$ cat src/rtl/lxs_pkg.sv
package lxs_pkg;
    parameter int CNT_W = 16;

    typedef logic [CNT_W-1:0] cnt_t;

    typedef enum logic [2:0] {
        ST_IDLE,
        ST_INTEG,
        ST_PARK,
        ST_TG_LEAD,
        ST_PG_HOLD,
        ST_TG_TAIL,
        ST_RESTART
    } seq_state_e;

    typedef struct packed {
        cnt_t period;
        cnt_t expose;
        cnt_t pg_width;
        cnt_t tg_tail;
        cnt_t restart;
    } line_cfg_t;

    function automatic cnt_t at_least_one(cnt_t v);
        return (v == '0) ? cnt_t'(1) : v;
    endfunction
endpackage

$ cat src/rtl/lxs_cfg_shadow.sv
module lxs_cfg_shadow
    import lxs_pkg::*;
(
    input  logic      clk,
    input  logic      rst,
    input  logic      load,
    input  line_cfg_t cfg_in,
    output line_cfg_t cfg_q
);
    always_ff @(posedge clk) begin
        if (rst) begin
            cfg_q.period   <= cnt_t'(1);
            cfg_q.expose   <= '0;
            cfg_q.pg_width <= cnt_t'(1);
            cfg_q.tg_tail  <= cnt_t'(1);
            cfg_q.restart  <= cnt_t'(1);
        end else if (load) begin
            cfg_q.period   <= at_least_one(cfg_in.period);
            cfg_q.expose   <= cfg_in.expose;
            cfg_q.pg_width <= at_least_one(cfg_in.pg_width);
            cfg_q.tg_tail  <= at_least_one(cfg_in.tg_tail);
            cfg_q.restart  <= at_least_one(cfg_in.restart);
        end
    end
endmodule

$ cat src/rtl/lxs_fsm.sv
module lxs_fsm
    import lxs_pkg::*;
(
    input  logic       clk,
    input  logic       rst,
    input  logic       trig,
    input  logic       parked,
    input  cnt_t       period,
    input  cnt_t       pg_width,
    input  cnt_t       tg_tail,
    input  cnt_t       restart,
    output seq_state_e state,
    output cnt_t       cnt,
    output logic       accept,
    output logic       overrun
);
    seq_state_e state_n;
    cnt_t       cnt_n;
    logic       last;

    assign accept = (state == ST_IDLE) && trig;

    always_comb begin
        state_n = state;
        cnt_n   = cnt + cnt_t'(1);
        last    = 1'b0;
        unique case (state)
            ST_IDLE: begin
                cnt_n = '0;
                if (trig) state_n = ST_INTEG;
            end
            ST_INTEG: begin
                last = (cnt == period - cnt_t'(1));
                if (last) begin
                    state_n = parked ? ST_TG_LEAD : ST_PARK;
                    cnt_n   = '0;
                end
            end
            ST_PARK: begin
                cnt_n = '0;
                if (parked) state_n = ST_TG_LEAD;
            end
            ST_TG_LEAD: begin
                state_n = ST_PG_HOLD;
                cnt_n   = '0;
            end
            ST_PG_HOLD: begin
                last = (cnt == pg_width - cnt_t'(1));
                if (last) begin
                    state_n = ST_TG_TAIL;
                    cnt_n   = '0;
                end
            end
            ST_TG_TAIL: begin
                last = (cnt == tg_tail - cnt_t'(1));
                if (last) begin
                    state_n = ST_RESTART;
                    cnt_n   = '0;
                end
            end
            ST_RESTART: begin
                last = (cnt == restart - cnt_t'(1));
                if (last) begin
                    state_n = ST_IDLE;
                    cnt_n   = '0;
                end
            end
            default: begin
                state_n = ST_IDLE;
                cnt_n   = '0;
            end
        endcase
    end

    always_ff @(posedge clk) begin
        if (rst) begin
            state   <= ST_IDLE;
            cnt     <= '0;
            overrun <= 1'b0;
        end else begin
            state <= state_n;
            cnt   <= cnt_n;
            if (trig && (state != ST_IDLE)) overrun <= 1'b1;
        end
    end
endmodule

$ cat src/rtl/lxs_gate_decode.sv
module lxs_gate_decode
    import lxs_pkg::*;
(
    input  seq_state_e state,
    input  cnt_t       cnt,
    input  cnt_t       period,
    input  cnt_t       expose,
    output logic       halt,
    output logic       tg,
    output logic       pg,
    output logic       ab
);
    logic shutter_open_window;

    assign shutter_open_window = (expose < period) && (cnt < (period - expose));

    always_comb begin
        halt = (state != ST_IDLE);
        tg   = (state == ST_TG_LEAD) || (state == ST_PG_HOLD) || (state == ST_TG_TAIL);
        pg   = (state == ST_PG_HOLD);
        ab   = (state == ST_INTEG) && shutter_open_window;
    end
endmodule

$ cat src/rtl/line_xfer_seq.sv
module line_xfer_seq
    import lxs_pkg::*;
(
    input  logic             clk,
    input  logic             rst,
    input  logic             line_trig_i,
    input  logic [CNT_W-1:0] cfg_period_i,
    input  logic [CNT_W-1:0] cfg_expose_i,
    input  logic [CNT_W-1:0] cfg_pg_width_i,
    input  logic [CNT_W-1:0] cfg_tg_hold_i,
    input  logic [CNT_W-1:0] cfg_restart_i,
    input  logic             rdo_parked_i,
    output logic             rdo_halt_o,
    output logic             tg_o,
    output logic             pg_o,
    output logic             ab_o,
    output logic             overrun_o
);
    line_cfg_t  cfg_live;
    line_cfg_t  cfg_line;
    seq_state_e state;
    cnt_t       cnt;
    logic       accept;

    assign cfg_live = '{period:   cfg_period_i,
                        expose:   cfg_expose_i,
                        pg_width: cfg_pg_width_i,
                        tg_tail:  cfg_tg_hold_i,
                        restart:  cfg_restart_i};

    lxs_cfg_shadow u_shadow (
        .clk    (clk),
        .rst    (rst),
        .load   (accept),
        .cfg_in (cfg_live),
        .cfg_q  (cfg_line)
    );

    lxs_fsm u_fsm (
        .clk      (clk),
        .rst      (rst),
        .trig     (line_trig_i),
        .parked   (rdo_parked_i),
        .period   (cfg_line.period),
        .pg_width (cfg_line.pg_width),
        .tg_tail  (cfg_line.tg_tail),
        .restart  (cfg_line.restart),
        .state    (state),
        .cnt      (cnt),
        .accept   (accept),
        .overrun  (overrun_o)
    );

    lxs_gate_decode u_dec (
        .state  (state),
        .cnt    (cnt),
        .period (cfg_line.period),
        .expose (cfg_line.expose),
        .halt   (rdo_halt_o),
        .tg     (tg_o),
        .pg     (pg_o),
        .ab     (ab_o)
    );
endmodule

$ cat config.mk
export PLATFORM = sky130hd
export DESIGN_NAME = line_xfer_seq
export DESIGN_NICKNAME = d
export VERILOG_FILES = /design/src/rtl/lxs_pkg.sv /design/src/rtl/lxs_cfg_shadow.sv /design/src/rtl/lxs_fsm.sv /design/src/rtl/lxs_gate_decode.sv /design/src/rtl/line_xfer_seq.sv
export SDC_FILE = /design/constraint.sdc
export NUM_CORES = 1
export LEC_CHECK = 0
export ABC_AREA = 1
export BUFFER_PORTS_ARGS = -buffer_cell sky130_fd_sc_hd__buf_2
export CORE_MARGIN = 1
export CORE_UTILIZATION = 30
export DETAILED_ROUTE_END_ITERATION = 8
export PLACE_DENSITY = 0.5
export REMOVE_ABC_BUFFERS = 1
export SLEW_MARGIN = 20
export SYNTH_ARGS = -nofsm -noshare
export SYNTH_HDL_FRONTEND = slang
export SYNTH_SLANG_ARGS = --single-unit
$ cat constraint.sdc
create_clock -name clk -period 8.5 [get_ports clk]
set_input_delay 1.275 -clock clk [delete_from_list [all_inputs] [get_ports clk]]
set_output_delay 1.275 -clock clk [all_outputs]
set_load 0.02 [all_outputs]
==> results.py, run 1 <==
metrics = {
    "power_and_ir_drop": {
        "ir_drop_uv": 108,
        "p_sw_mw": 1.12,
        "p_per_area_nw_per_um2": 285,
        "seq_power_share_pct": 27.7,
        "clkPwrFrac_pct": 18.5,
        "intPower_mw": 1.31,
        "swShare_pct": 46.1,
        "p_leak_nw": 3.88,
        "combPwrFrac_pct": 53.8,
    },
    "logic_synthesis": {
        "synth_top_family_by_area": "simple AND/OR/NAND/NOR gates",
        "synth_seq_cells": 100,
        "syn_inst": 1160,
        "synth_commonest_cells": "nand2_1 (311), nor2_1 (142), inv_1 (117), dfxtp_1 (100), a21oi_1 (80)",
        "synth_compound_area_share_pct": 12.9,
        "yosysMostFrequentCell": "nand2_1",
        "yosysWarnings": 0,
        "synth_simple_gate_area_share_pct": 36.3,
        "async_flop_share_pct": 0,
        "synth_xor_area_share_pct": 9.24,
        "synth.top_cell.area_share_pct": 26.7,
        "synthFlopType": "dfxtp_1",
        "seq_area_frac_synth_pct": 26.7,
        "syn_area_per_cell_um2": 6.46,
        "synth_edf_count": 0,
        "synth_area_leader_cell": "dfxtp_1",
        "synthTopCellsByArea": "dfxtp_1 (27%), nand2_1 (16%), nor2_1 (7.1%), ha_1 (6.0%), inv_1 (5.9%)",
        "synth_cell_types": 39,
        "synthAdderAreaFrac_pct": 6.28,
        "muxShareOfSynthArea_pct": 0,
        "syn_area_um2": 7490,
    },
    "cts": {
        "cts_tree": "done",
        "cts_inserted_buffers": 9,
        "hold_buffers": 0,
        "numClockSinks": 100,
        "cts-root-buf": "clkbuf_16",
        "clock_path_buffers": 2,
        "htree_levels": 3,
        "cts_resized": 0,
        "clock_latency_ns": 0.36,
        "cts_setup_buffers": 0,
        "clkTransAtPathRegs_ns": 0.07,
    },
    "sta": {
        "rsz0062_at_grt": "false",
        "setup_slack_ns": 3.51,
        "worstMarginPinSlew_ns": 0.786,
        "period_minus_slack_ns": 4.99,
        "slew_headroom_pct": 47.5,
        "clock.fmax_ghz": 0.201,
        "hold_violations": 0,
        "worst_hold_slack_ns": 0.468,
        "finalSetupViolations": 0,
        "fin_crit_sh_pct": 58.7,
        "slew_violations": 0,
        "setup_tns_ns": 0,
        "skew_ns": 0.00873,
    },
    "critical_path": {
        "cp-end-kind": "output pin",
        "cp_cell_sequence": "inv_1, ha_1, a21oi_1, o21ai_1, a21boi_0, o21ai_1, a21boi_0, o21ai_1, nand3_1, nand2_1, xor2_1, ha_1, a21oi_1, o211ai_1, nor4_1, buf_2",
        "reg2regPathDepth": 11,
        "cp_data_arrival_time_ns": 3.71,
        "start_kind": "register",
        "worstSetupPathType": "register to output pin",
        "path_common_cell": "o21ai_1",
        "critPathMaxFanout": 4,
        "timing.rr.start": "u_fsm.cnt[3]",
        "critPathBufInv": 2,
        "max_stage_delay_ns": 0.40,
        "cp_slowest_cell": "nor4_1",
        "critPathLaunch": "u_shadow.cfg_q[50]",
        "critPathTopFamily": "compound AO/OA/AOI/OAI gates",
        "crit_required_ns": 7.22,
        "cp.depth": 16,
    },
    "drt": {
        "ant_nets": 0,
        "viasPerCell": 4.65,
        "dr_total_vias": 7193,
        "wirelength_mm": 21.5,
        "drt_pass1_iterations": 4,
        "drtIter0Drc": 393,
        "drc": 0,
        "wire_per_inst_um": 13.9,
    },
    "global_route": {
        "grt_usage_pct": 17.5,
        "grt_pass1_wl_mm": 35.7,
        "grt.overflow.total": 0,
        "grt_max_degree": 74,
        "grt_pass1_vias": 7024,
        "grt_antenna_before_repair": 0,
    },
    "floorplanning": {
        "die-area_um2": 25600,
        "start_util_pct": 30.7,
        "die_width_um": 160,
        "die_h_um": 160,
        "core_area_um2": 24400,
        "fp-row-count": 57,
        "io_pins": 89,
    },
    "hold_path": {
        "hold_class": "register to register",
        "whs_path_depth": 2,
        "holdCritStartpoint": "u_shadow.cfg_q[60]",
    },
    "final_layout": {
        "postLayoutCellArea_um2": 8500,
        "drive_gt1_share_pct": 12.7,
        "layout.nets": 1340,
        "antenna_cells": 0,
        "utilization_pct": 34.9,
        "area_growth_pct": 13.5,
    },
    "placed_design": {
        "dpl-instance-area_um2": 8180,
        "port-buffer-count": 88,
        "dpl.hpwl_mm": 16.6,
        "pre_cts_ws_ns": 3.91,
        "globalplace.congestion": 0.851,
    },
    "job": {
        "drv_cap": 0,
    },
    "status": {
        "status": "complete, no violations",
    },
}
==> final timing paths <==
check                  endpoint  slack (ns)
max                        ab_o        3.51
min          u_shadow.cfg_q[60]        0.47
max reg2reg        u_fsm.cnt[4]        5.77
min reg2reg  u_shadow.cfg_q[60]        0.47
==> cell type report <==
class / count / area (um^2)
clock inverter: 4 / 55.1
tap: 324 / 405
inverter: 120 / 450
multi-input combinational: 897 / 4860
fill: 2737 / 15900
timing repair buffer: 91 / 463
clock buffer: 12 / 267
sequential: 100 / 2000
==> sequential cells by signal, indices dropped and copies added (netlist names) <==
| register | cells |
|---|---|
| u_fsm.overrun | 1 |
| u_fsm.state | 3 |
| u_fsm.cnt | 16 |
| u_shadow.cfg_q | 80 |
==> power by group through the flow <==
| stage | Clock [mW] | Combinational [mW] | Sequential [mW] |
|---|---|---|---|
| detailed placement | 0 | 1.31 | 0.682 |
| CTS | 0.467 | 1.31 | 0.672 |
| global placement | 0 | 1.30 | 0.681 |
| finish | 0.449 | 1.30 | 0.672 |
| floorplan | 0 | 1.02 | 0.653 |
| global route | 0.480 | 1.51 | 0.688 |
==> per-stage QoR <==
step	total power [mW]	instances
2_1_floorplan	1.68	1117
3_3_place_gp	1.98	1532
3_5_place_dp	1.99	1532
4_1_cts	2.45	1548
5_1_grt	2.68	1548
6_report	2.42	1548
==> per-layer routing <==
layer  routed length, um  GRT usage [%]  vias to the layer above
met3                 689           2.68                       15
met1               10100           21.8                     3195
li1                    -              -                     3869
met5                   0              0                        -
met2               10500           31.3                      114
met4                 243           3.98                        0
==> worst reg2reg max path, stage by stage, from the launching register on <==
cell,delay (ns)
dfxtp_1,0.61
inv_1,0.29
nor2_1,0.22
o21ai_0,0.12
nand2_1,0.07
nand3_1,0.08
nor3_1,0.36
nand2_1,0.10
nand2_1,0.10
nand2_2,0.09
o21ai_4,0.48
nor3_1,0.10
==> cells in the final DEF, fill, tap and decap left out, types with 9 or more instances in the layout <==
cell,instances
a211oi_1,33
ha_1,36
nand3_1,46
nand3b_1,24
nor4_1,18
nand2_1,311
o21ai_0,37
inv_1,117
a21oi_1,80
nor3_1,14
buf_2,88
nand4_1,9
nor2_2,24
nor2_1,142
dfxtp_1,100
clkbuf_16,9
nor2_4,9
xnor2_1,35
xor2_1,44
==> cell families after synthesis <==
logic type      Yosys count
flops                   100
buf+inv                 163
compound gates          168
fa+ha+maj                37
simple gates            613
xor+xnor                 79
No activity file was read; power rests on OpenSTA's default activity.
==> inputs of run 2 (changes only) <==
--- a/config.mk
+++ b/config.mk
@@ -10,7 +10,7 @@
 export CORE_MARGIN = 1
 export CORE_UTILIZATION = 30
 export DETAILED_ROUTE_END_ITERATION = 8
-export PLACE_DENSITY = 0.5
+export PLACE_DENSITY = 0.51
 export REMOVE_ABC_BUFFERS = 1
 export SLEW_MARGIN = 20
 export SYNTH_ARGS = -nofsm -noshare
==> constraint.sdc (replaced) <==
create_clock -name clk -period 4.3 [get_ports clk]
set_input_delay 0.645 -clock clk [delete_from_list [all_inputs] [get_ports clk]]
set_output_delay 0.645 -clock clk [all_outputs]
set_load 0.02 [all_outputs]
==> run 2 against run 1 <==
Register-to-register slack got worse by 4.1 ns. Via count up 0.56%. Count of clock-buffer cells in the layout increased by 1. Sequential share of layout area shrank 0.065 points. Critical path depth stayed put. Cell area rose by 0.34%. Clock skew increased by 0.0037 ns. Critical path type unchanged. Largest power group unchanged.
==> results.py, run 2 (same netlist as run 1, synthesis figures left out) <==
metrics = {
    "status": {
        "status": "complete, no violations",
    },
    "critical_path": {
        "start_kind": "register",
        "crit_required_ns": 3.65,
        "cp-end-kind": "output pin",
        "cp_cell_sequence": "inv_2, ha_1, fa_2, nand3b_1, and2_1, inv_1, a21oi_1, o21ai_1, xnor2_1, ha_1, nand2_1, nor2_1, a211oi_1, a21oi_1, nor4_2, buf_2",
        "worstSetupPathType": "register to output pin",
        "reg2reg_slack_ns": 1.66,
        "critPathBufInv": 3,
        "cp_data_arrival_time_ns": 3.37,
        "reg2regPathDepth": 11,
        "cp_slowest_cell": "fa_2",
        "critPathMaxFanout": 6,
        "critPathTopFamily": "adder cells",
        "worstReg2RegEnd": "u_fsm.cnt[7]",
        "max_stage_delay_ns": 0.35,
        "timing.rr.start": "u_fsm.cnt[3]",
    },
    "hold_path": {
        "whs_path_depth": 2,
        "holdCritStartpoint": "u_shadow.cfg_q[56]",
        "hold_class": "register to register",
        "hold_end": "u_shadow.cfg_q[56]",
    },
    "sta": {
        "slew_violations": 0,
        "setup_tns_ns": 0,
        "skew_ns": 0.0125,
        "worstMarginPinSlew_ns": 0.806,
        "rsz0062_at_grt": "false",
        "slew_headroom_pct": 46.2,
        "fin_crit_sh_pct": 93.4,
        "finalSetupViolations": 0,
        "clock.fmax_ghz": 0.249,
        "period_minus_slack_ns": 4.02,
        "hold_violations": 0,
    },
    "final_layout": {
        "final_common_cell": "nand2_1",
        "area_growth_pct": 13.9,
        "antenna_cells": 0,
        "final_cells": 1549,
        "final_cell_mix": "nand2_1 (311), nor2_1 (142), inv_1 (116)",
        "postLayoutCellArea_um2": 8530,
        "largest_register_ffs": 80,
        "drive_gt1_share_pct": 13.4,
        "regMostFlops": "u_shadow.cfg_q",
        "layout.nets": 1341,
        "fillCellCount": 2720,
        "reg.largest.list": "u_shadow.cfg_q x80, u_fsm.cnt x16, u_fsm.state x3",
    },
    "floorplanning": {
        "core_area_um2": 24400,
        "io_pins": 89,
        "fp-row-count": 57,
        "start_util_pct": 30.7,
        "die_h_um": 160,
        "die_width_um": 160,
        "die-area_um2": 25600,
    },
    "drt": {
        "drc": 0,
        "drtIter0Drc": 281,
        "wirelength_mm": 21.6,
        "viasPerCell": 4.67,
        "ant_nets": 0,
        "drt_pass1_iterations": 5,
        "wire_per_inst_um": 13.9,
        "dr_total_vias": 7233,
    },
    "placed_design": {
        "dpl.hpwl_mm": 16.7,
        "placed_cells": 1533,
        "port-buffer-count": 88,
        "dpl-instance-area_um2": 8190,
        "globalplace.congestion": 0.865,
    },
    "cts": {
        "clkTransAtPathRegs_ns": 0.07,
        "clock_latency_ns": 0.36,
        "cts_inserted_buffers": 9,
        "hold_buffers": 0,
        "clock_path_buffers": 2,
        "cts_setup_buffers": 0,
        "numClockSinks": 100,
        "cts_tree": "done",
        "htree_levels": 3,
        "cts-root-buf": "clkbuf_16",
    },
    "power_and_ir_drop": {
        "p_per_area_nw_per_um2": 566,
        "ir_drop_uv": 268,
        "p_leak_nw": 3.90,
    },
    "global_route": {
        "grt_antenna_before_repair": 0,
        "grt_use_met2_pct": 30.5,
        "grt_max_degree": 73,
        "grt_pass1_wl_mm": 35.4,
        "busiest_layer": "met2",
        "met1_usage_pct": 21.8,
        "grt_pass1_vias": 7062,
        "grt_usage_pct": 17.3,
        "grtUsageMet3_pct": 2.78,
        "grt.overflow.total": 0,
    },
    "job": {
        "drv_cap": 0,
    },
}
[run 2: cell types whose count changed in the layout (fill, tap and decap cells not counted), sizes merged]
cell / change
clkbuf: +1
clkinv: +1
inv: -1
buf: +1
clkinvlp: -1
[run 2: through the flow]
step           hold WS (ns)  setup slack, ns  total power, mW  utilization [%]
2_1_floorplan         0.437           -0.250             3.32                -
3_3_place_gp          0.450            0.342             3.91             33.6
3_5_place_dp          0.455            0.331             3.93             33.6
4_1_cts               0.469           0.0430             4.84             34.9
5_1_grt               0.485          0.00693             5.32             35.0
6_report              0.467            0.284             4.83             35.0
[run 2: final cells by class]
type | count | area (um^2) | area share, %
Clock inverter | 3 | 43.8 | 0.513
Tap cell | 324 | 405 | 4.75
Multi-Input combinational cell | 897 | 4890 | 57.3
Clock buffer | 13 | 270 | 3.17
Timing Repair Buffer | 92 | 470 | 5.52
Inverter | 120 | 450 | 5.28
Sequential cell | 100 | 2000 | 23.5
[run 2: how the worst max path moves through the flow]
stage	start	to	cells past startpoint
floorplan	line_trig_i	u_shadow.cfg_q[12]	4
global placement	u_shadow.cfg_q[50]	ab_o	16
detailed placement	u_shadow.cfg_q[50]	ab_o	16
CTS	u_shadow.cfg_q[66]	ab_o	15
global route	u_shadow.cfg_q[64]	ab_o	16
finish	u_shadow.cfg_q[64]	ab_o	16
[run 2: report_power, final]
part | total [mW] | internal, mW | switching [mW]
clock network | 0.897 | 0.501 | 0.396
logic | 2.60 | 0.981 | 1.62
registers | 1.33 | 1.12 | 0.210
total | 4.83 | 2.60 | 2.23
[run 2: timing repair]
action,4_1_cts,5_1_grt
resized for setup,2,10
endpoints found under the setup margin,1,1
pin swaps,0,2
[run 2: layer usage]
layer  wire [um]  vias up
li1            -     3873
met1       10200     3251
met2       10400       95
met3         727       14
met4         267        0
met5           0        -
[run 2: tightest hold or removal path, stage by stage, from the launching register on]
cell and delay (ns):
dfxtp_1 0.30, inv_1 0.07, a21oi_1 0.06
==> inputs of run 3 (changes only) <==
--- a/config.mk
+++ b/config.mk
@@ -15,4 +15,5 @@
 export SLEW_MARGIN = 20
 export SYNTH_ARGS = -nofsm -noshare
 export SYNTH_HDL_FRONTEND = slang
+export SYNTH_HIERARCHICAL = 1
 export SYNTH_SLANG_ARGS = --single-unit
==> run 3 against run 2 <==
The flow now finishes with violations (design-rule violations). Power grew 21%. Cell count grew 12%. Via count grew 9.7%. Sequential share of layout area shrank 1.4 points. Critical path depth grew 3. Combinational power grew 32%. Wire length grew 4.5%. Critical endpoint unchanged.
==> results.py, run 3 <==
metrics = {
    "status": {
        "status": "complete, but fails checks",
        "violations": "design-rule violations",
    },
    "floorplanning": {
        "start_util_pct": 30.8,
        "io_pins": 89,
        "die_width_um": 166,
        "die-area_um2": 27600,
        "core_area_um2": 26300,
        "fp-row-count": 59,
        "die_h_um": 166,
    },
    "logic_synthesis": {
        "syn_inst": 1330,
        "yosysWarnings": 6,
        "synth_top_family_by_area": "simple AND/OR/NAND/NOR gates",
        "synth_compound_area_share_pct": 8.46,
        "synth_area_leader_cell": "dfxtp_1",
        "synthAdderAreaFrac_pct": 5.81,
        "synth_edf_count": 0,
        "async_flop_share_pct": 0,
        "yosysMostFrequentCell": "nand2_1",
        "seq_area_frac_synth_pct": 24.7,
        "syn_area_per_cell_um2": 6.08,
        "syn_area_um2": 8090,
        "synth_simple_gate_area_share_pct": 43.4,
        "synth.top_cell.area_share_pct": 24.7,
        "muxShareOfSynthArea_pct": 0,
        "synth_cell_types": 40,
        "synth_seq_cells": 100,
        "synthTopCellsByArea": "dfxtp_1 (25%), nand2_1 (16%), nor2_1 (14%), inv_1 (6.1%), ha_1 (5.6%)",
        "synth_xor_area_share_pct": 7.90,
        "synth_commonest_cells": "nand2_1 (347), nor2_1 (306), inv_1 (132), dfxtp_1 (100), nand3_1 (52)",
        "synthFlopType": "dfxtp_1",
    },
    "global_route": {
        "grt_pass1_wl_mm": 37.6,
        "grt_antenna_before_repair": 1,
        "grt.overflow.total": 0,
        "grt_use_met2_pct": 29.9,
        "grt_pass1_vias": 7653,
        "grt_max_degree": 81,
        "grtUsageMet3_pct": 2.86,
        "busiest_layer": "met2",
        "grt_usage_pct": 16.8,
        "met1_usage_pct": 20.6,
    },
    "cts": {
        "htree_levels": 3,
        "hold_buffers": 0,
        "clkTransAtPathRegs_ns": 0.08,
        "clock_path_buffers": 2,
        "cts_resized": 0,
        "numClockSinks": 100,
        "cts_inserted_buffers": 9,
        "clock_latency_ns": 0.35,
        "cts-root-buf": "clkbuf_16",
        "cts_setup_buffers": 0,
        "cts_tree": "done",
    },
    "placed_design": {
        "dpl-instance-area_um2": 8730,
        "pre_cts_ws_ns": 0.824,
        "globalplace.congestion": 0.836,
        "dpl.hpwl_mm": 17.0,
        "port-buffer-count": 88,
    },
    "critical_path": {
        "worstReg2RegEnd": "u_fsm/cnt[4]",
        "critPathLaunch": "u_shadow/cfg_q[64]",
        "endpoint": "ab_o",
        "reg2regPathDepth": 16,
        "critPathMaxFanout": 4,
        "start_kind": "register",
        "cp_data_arrival_time_ns": 3.18,
        "timing.rr.start": "u_shadow/cfg_q[16]",
        "cp-end-kind": "output pin",
        "reg2reg_slack_ns": 1.73,
        "crit_required_ns": 3.65,
        "worstSetupPathType": "register to output pin",
    },
    "sta": {
        "worstMarginPinSlew_ns": 0.868,
        "worst_hold_slack_ns": 0.476,
        "setup_tns_ns": 0,
        "rsz0062_at_grt": "false",
        "slew_violations": 0,
        "clock.fmax_ghz": 0.261,
        "setup_slack_ns": 0.471,
        "period_minus_slack_ns": 3.83,
        "skew_ns": 0.0103,
        "hold_violations": 0,
        "slew_headroom_pct": 42.1,
        "fin_crit_sh_pct": 89.0,
        "finalSetupViolations": 0,
    },
    "power_and_ir_drop": {
        "seq_power_share_pct": 25.6,
        "ir_drop_uv": 264,
        "finalPower_mw": 5.83,
        "clkPwrFrac_pct": 15.3,
        "p_per_area_nw_per_um2": 644,
        "p_leak_nw": 4.50,
        "combPwrFrac_pct": 59.0,
        "swShare_pct": 49.2,
        "p_sw_mw": 2.87,
        "intPower_mw": 2.96,
    },
    "final_layout": {
        "multiInputGateArea_um2": 5320,
        "drive_gt1_share_pct": 12.4,
        "reg.largest.list": "u_shadow/cfg_q x80, u_fsm/cnt x16, u_fsm/state x3",
        "final_common_cell": "nand2_1",
        "regMostFlops": "u_shadow/cfg_q",
        "layout.area.seq_um2": 2000,
        "area_growth_pct": 11.8,
        "antenna_cells": 0,
        "largest_register_ffs": 80,
        "layout.nets": 1515,
        "postLayoutCellArea_um2": 9050,
        "fillCellCount": 2975,
        "final_cell_mix": "nand2_1 (347), nor2_1 (305), inv_1 (132)",
    },
    "drt": {
        "drt_pass1_iterations": 7,
        "wire_per_inst_um": 13.0,
        "dr_total_vias": 7937,
        "ant_nets": 0,
        "wirelength_mm": 22.5,
        "drtIter0Drc": 362,
        "drc": 4,
        "viasPerCell": 4.58,
    },
    "hold_path": {
        "hold_class": "register to register",
    },
    "job": {
        "drv_cap": 0,
    },
}
[run 3: power by group through the flow]
stage	clock network [mW]	logic, mW	registers [mW]
after CTS	0.929	3.48	1.50
after global placement	0	3.43	1.52
after floorplan	0	2.75	1.42
after detailed placement	0	3.46	1.52
final	0.895	3.44	1.49
after global routing	0.961	3.99	1.54
[run 3: critical path, cell delays in order (launching register included)]
cell	delay (ns)
dfxtp_1	0.38
inv_1	0.06
ha_1	0.24
fa_1	0.40
nand3b_1	0.17
nand2_1	0.12
nand2_1	0.06
nand2_1	0.12
nand2_1	0.09
nand3_1	0.08
nand2_1	0.05
ha_1	0.29
nand2_1	0.06
nor2_1	0.04
nor2_1	0.11
nand2_1	0.07
nor2_1	0.08
nand2_1	0.06
nor2_1	0.16
buf_2	0.20
[run 3: cell type report]
cell class / instances / area share, %
Multi-Input combinational cell: 1051 / 58.7
Sequential cell: 100 / 22.1
Timing Repair Buffer: 91 / 5.12
Clock buffer: 11 / 2.57
Clock inverter: 5 / 0.940
Inverter: 141 / 5.88
Tap cell: 335 / 4.63
[run 3: stage by stage]
stage / cells / util, %
after floorplan: 1292 / -
after global placement: 1718 / 33.2
after detailed placement: 1718 / 33.2
after CTS: 1734 / 34.4
after global routing: 1734 / 34.4
final: 1734 / 34.4
[run 3: how the worst min path moves through the flow]
stage	to	slack (ns)	cells after the start	startpoint
floorplan	u_shadow/cfg_q[59]	0.45	2	u_shadow/cfg_q[59]
global placement	u_fsm/overrun	0.45	2	u_fsm/overrun
detailed placement	u_fsm/overrun	0.46	2	u_fsm/overrun
CTS	u_fsm/overrun	0.48	2	u_fsm/overrun
global route	u_shadow/cfg_q[50]	0.51	2	u_shadow/cfg_q[50]
finish	u_fsm/overrun	0.48	2	u_fsm/overrun
[run 3: cells by family (layout without fill, tap and decap cells)]
kind of cell               count (synthesis)  in the layout
buffers and inverters                    179            248
DFF                                      100            100
AOI/OAI and AO/OA                        125            125
adders and majority gates                 37             37
and+or+nand+nor                          816            816
xor gates and xnor gates                  73             73
[run 3: per-layer routing]
metal | wire (um) | vias up | share of wire, %
li1 | - | 4265 | -
met1 | 10500 | 3517 | 47
met2 | 10600 | 130 | 47
met3 | 906 | 25 | 4.0
met4 | 527 | 0 | 2.3
met5 | 0 | - | 0
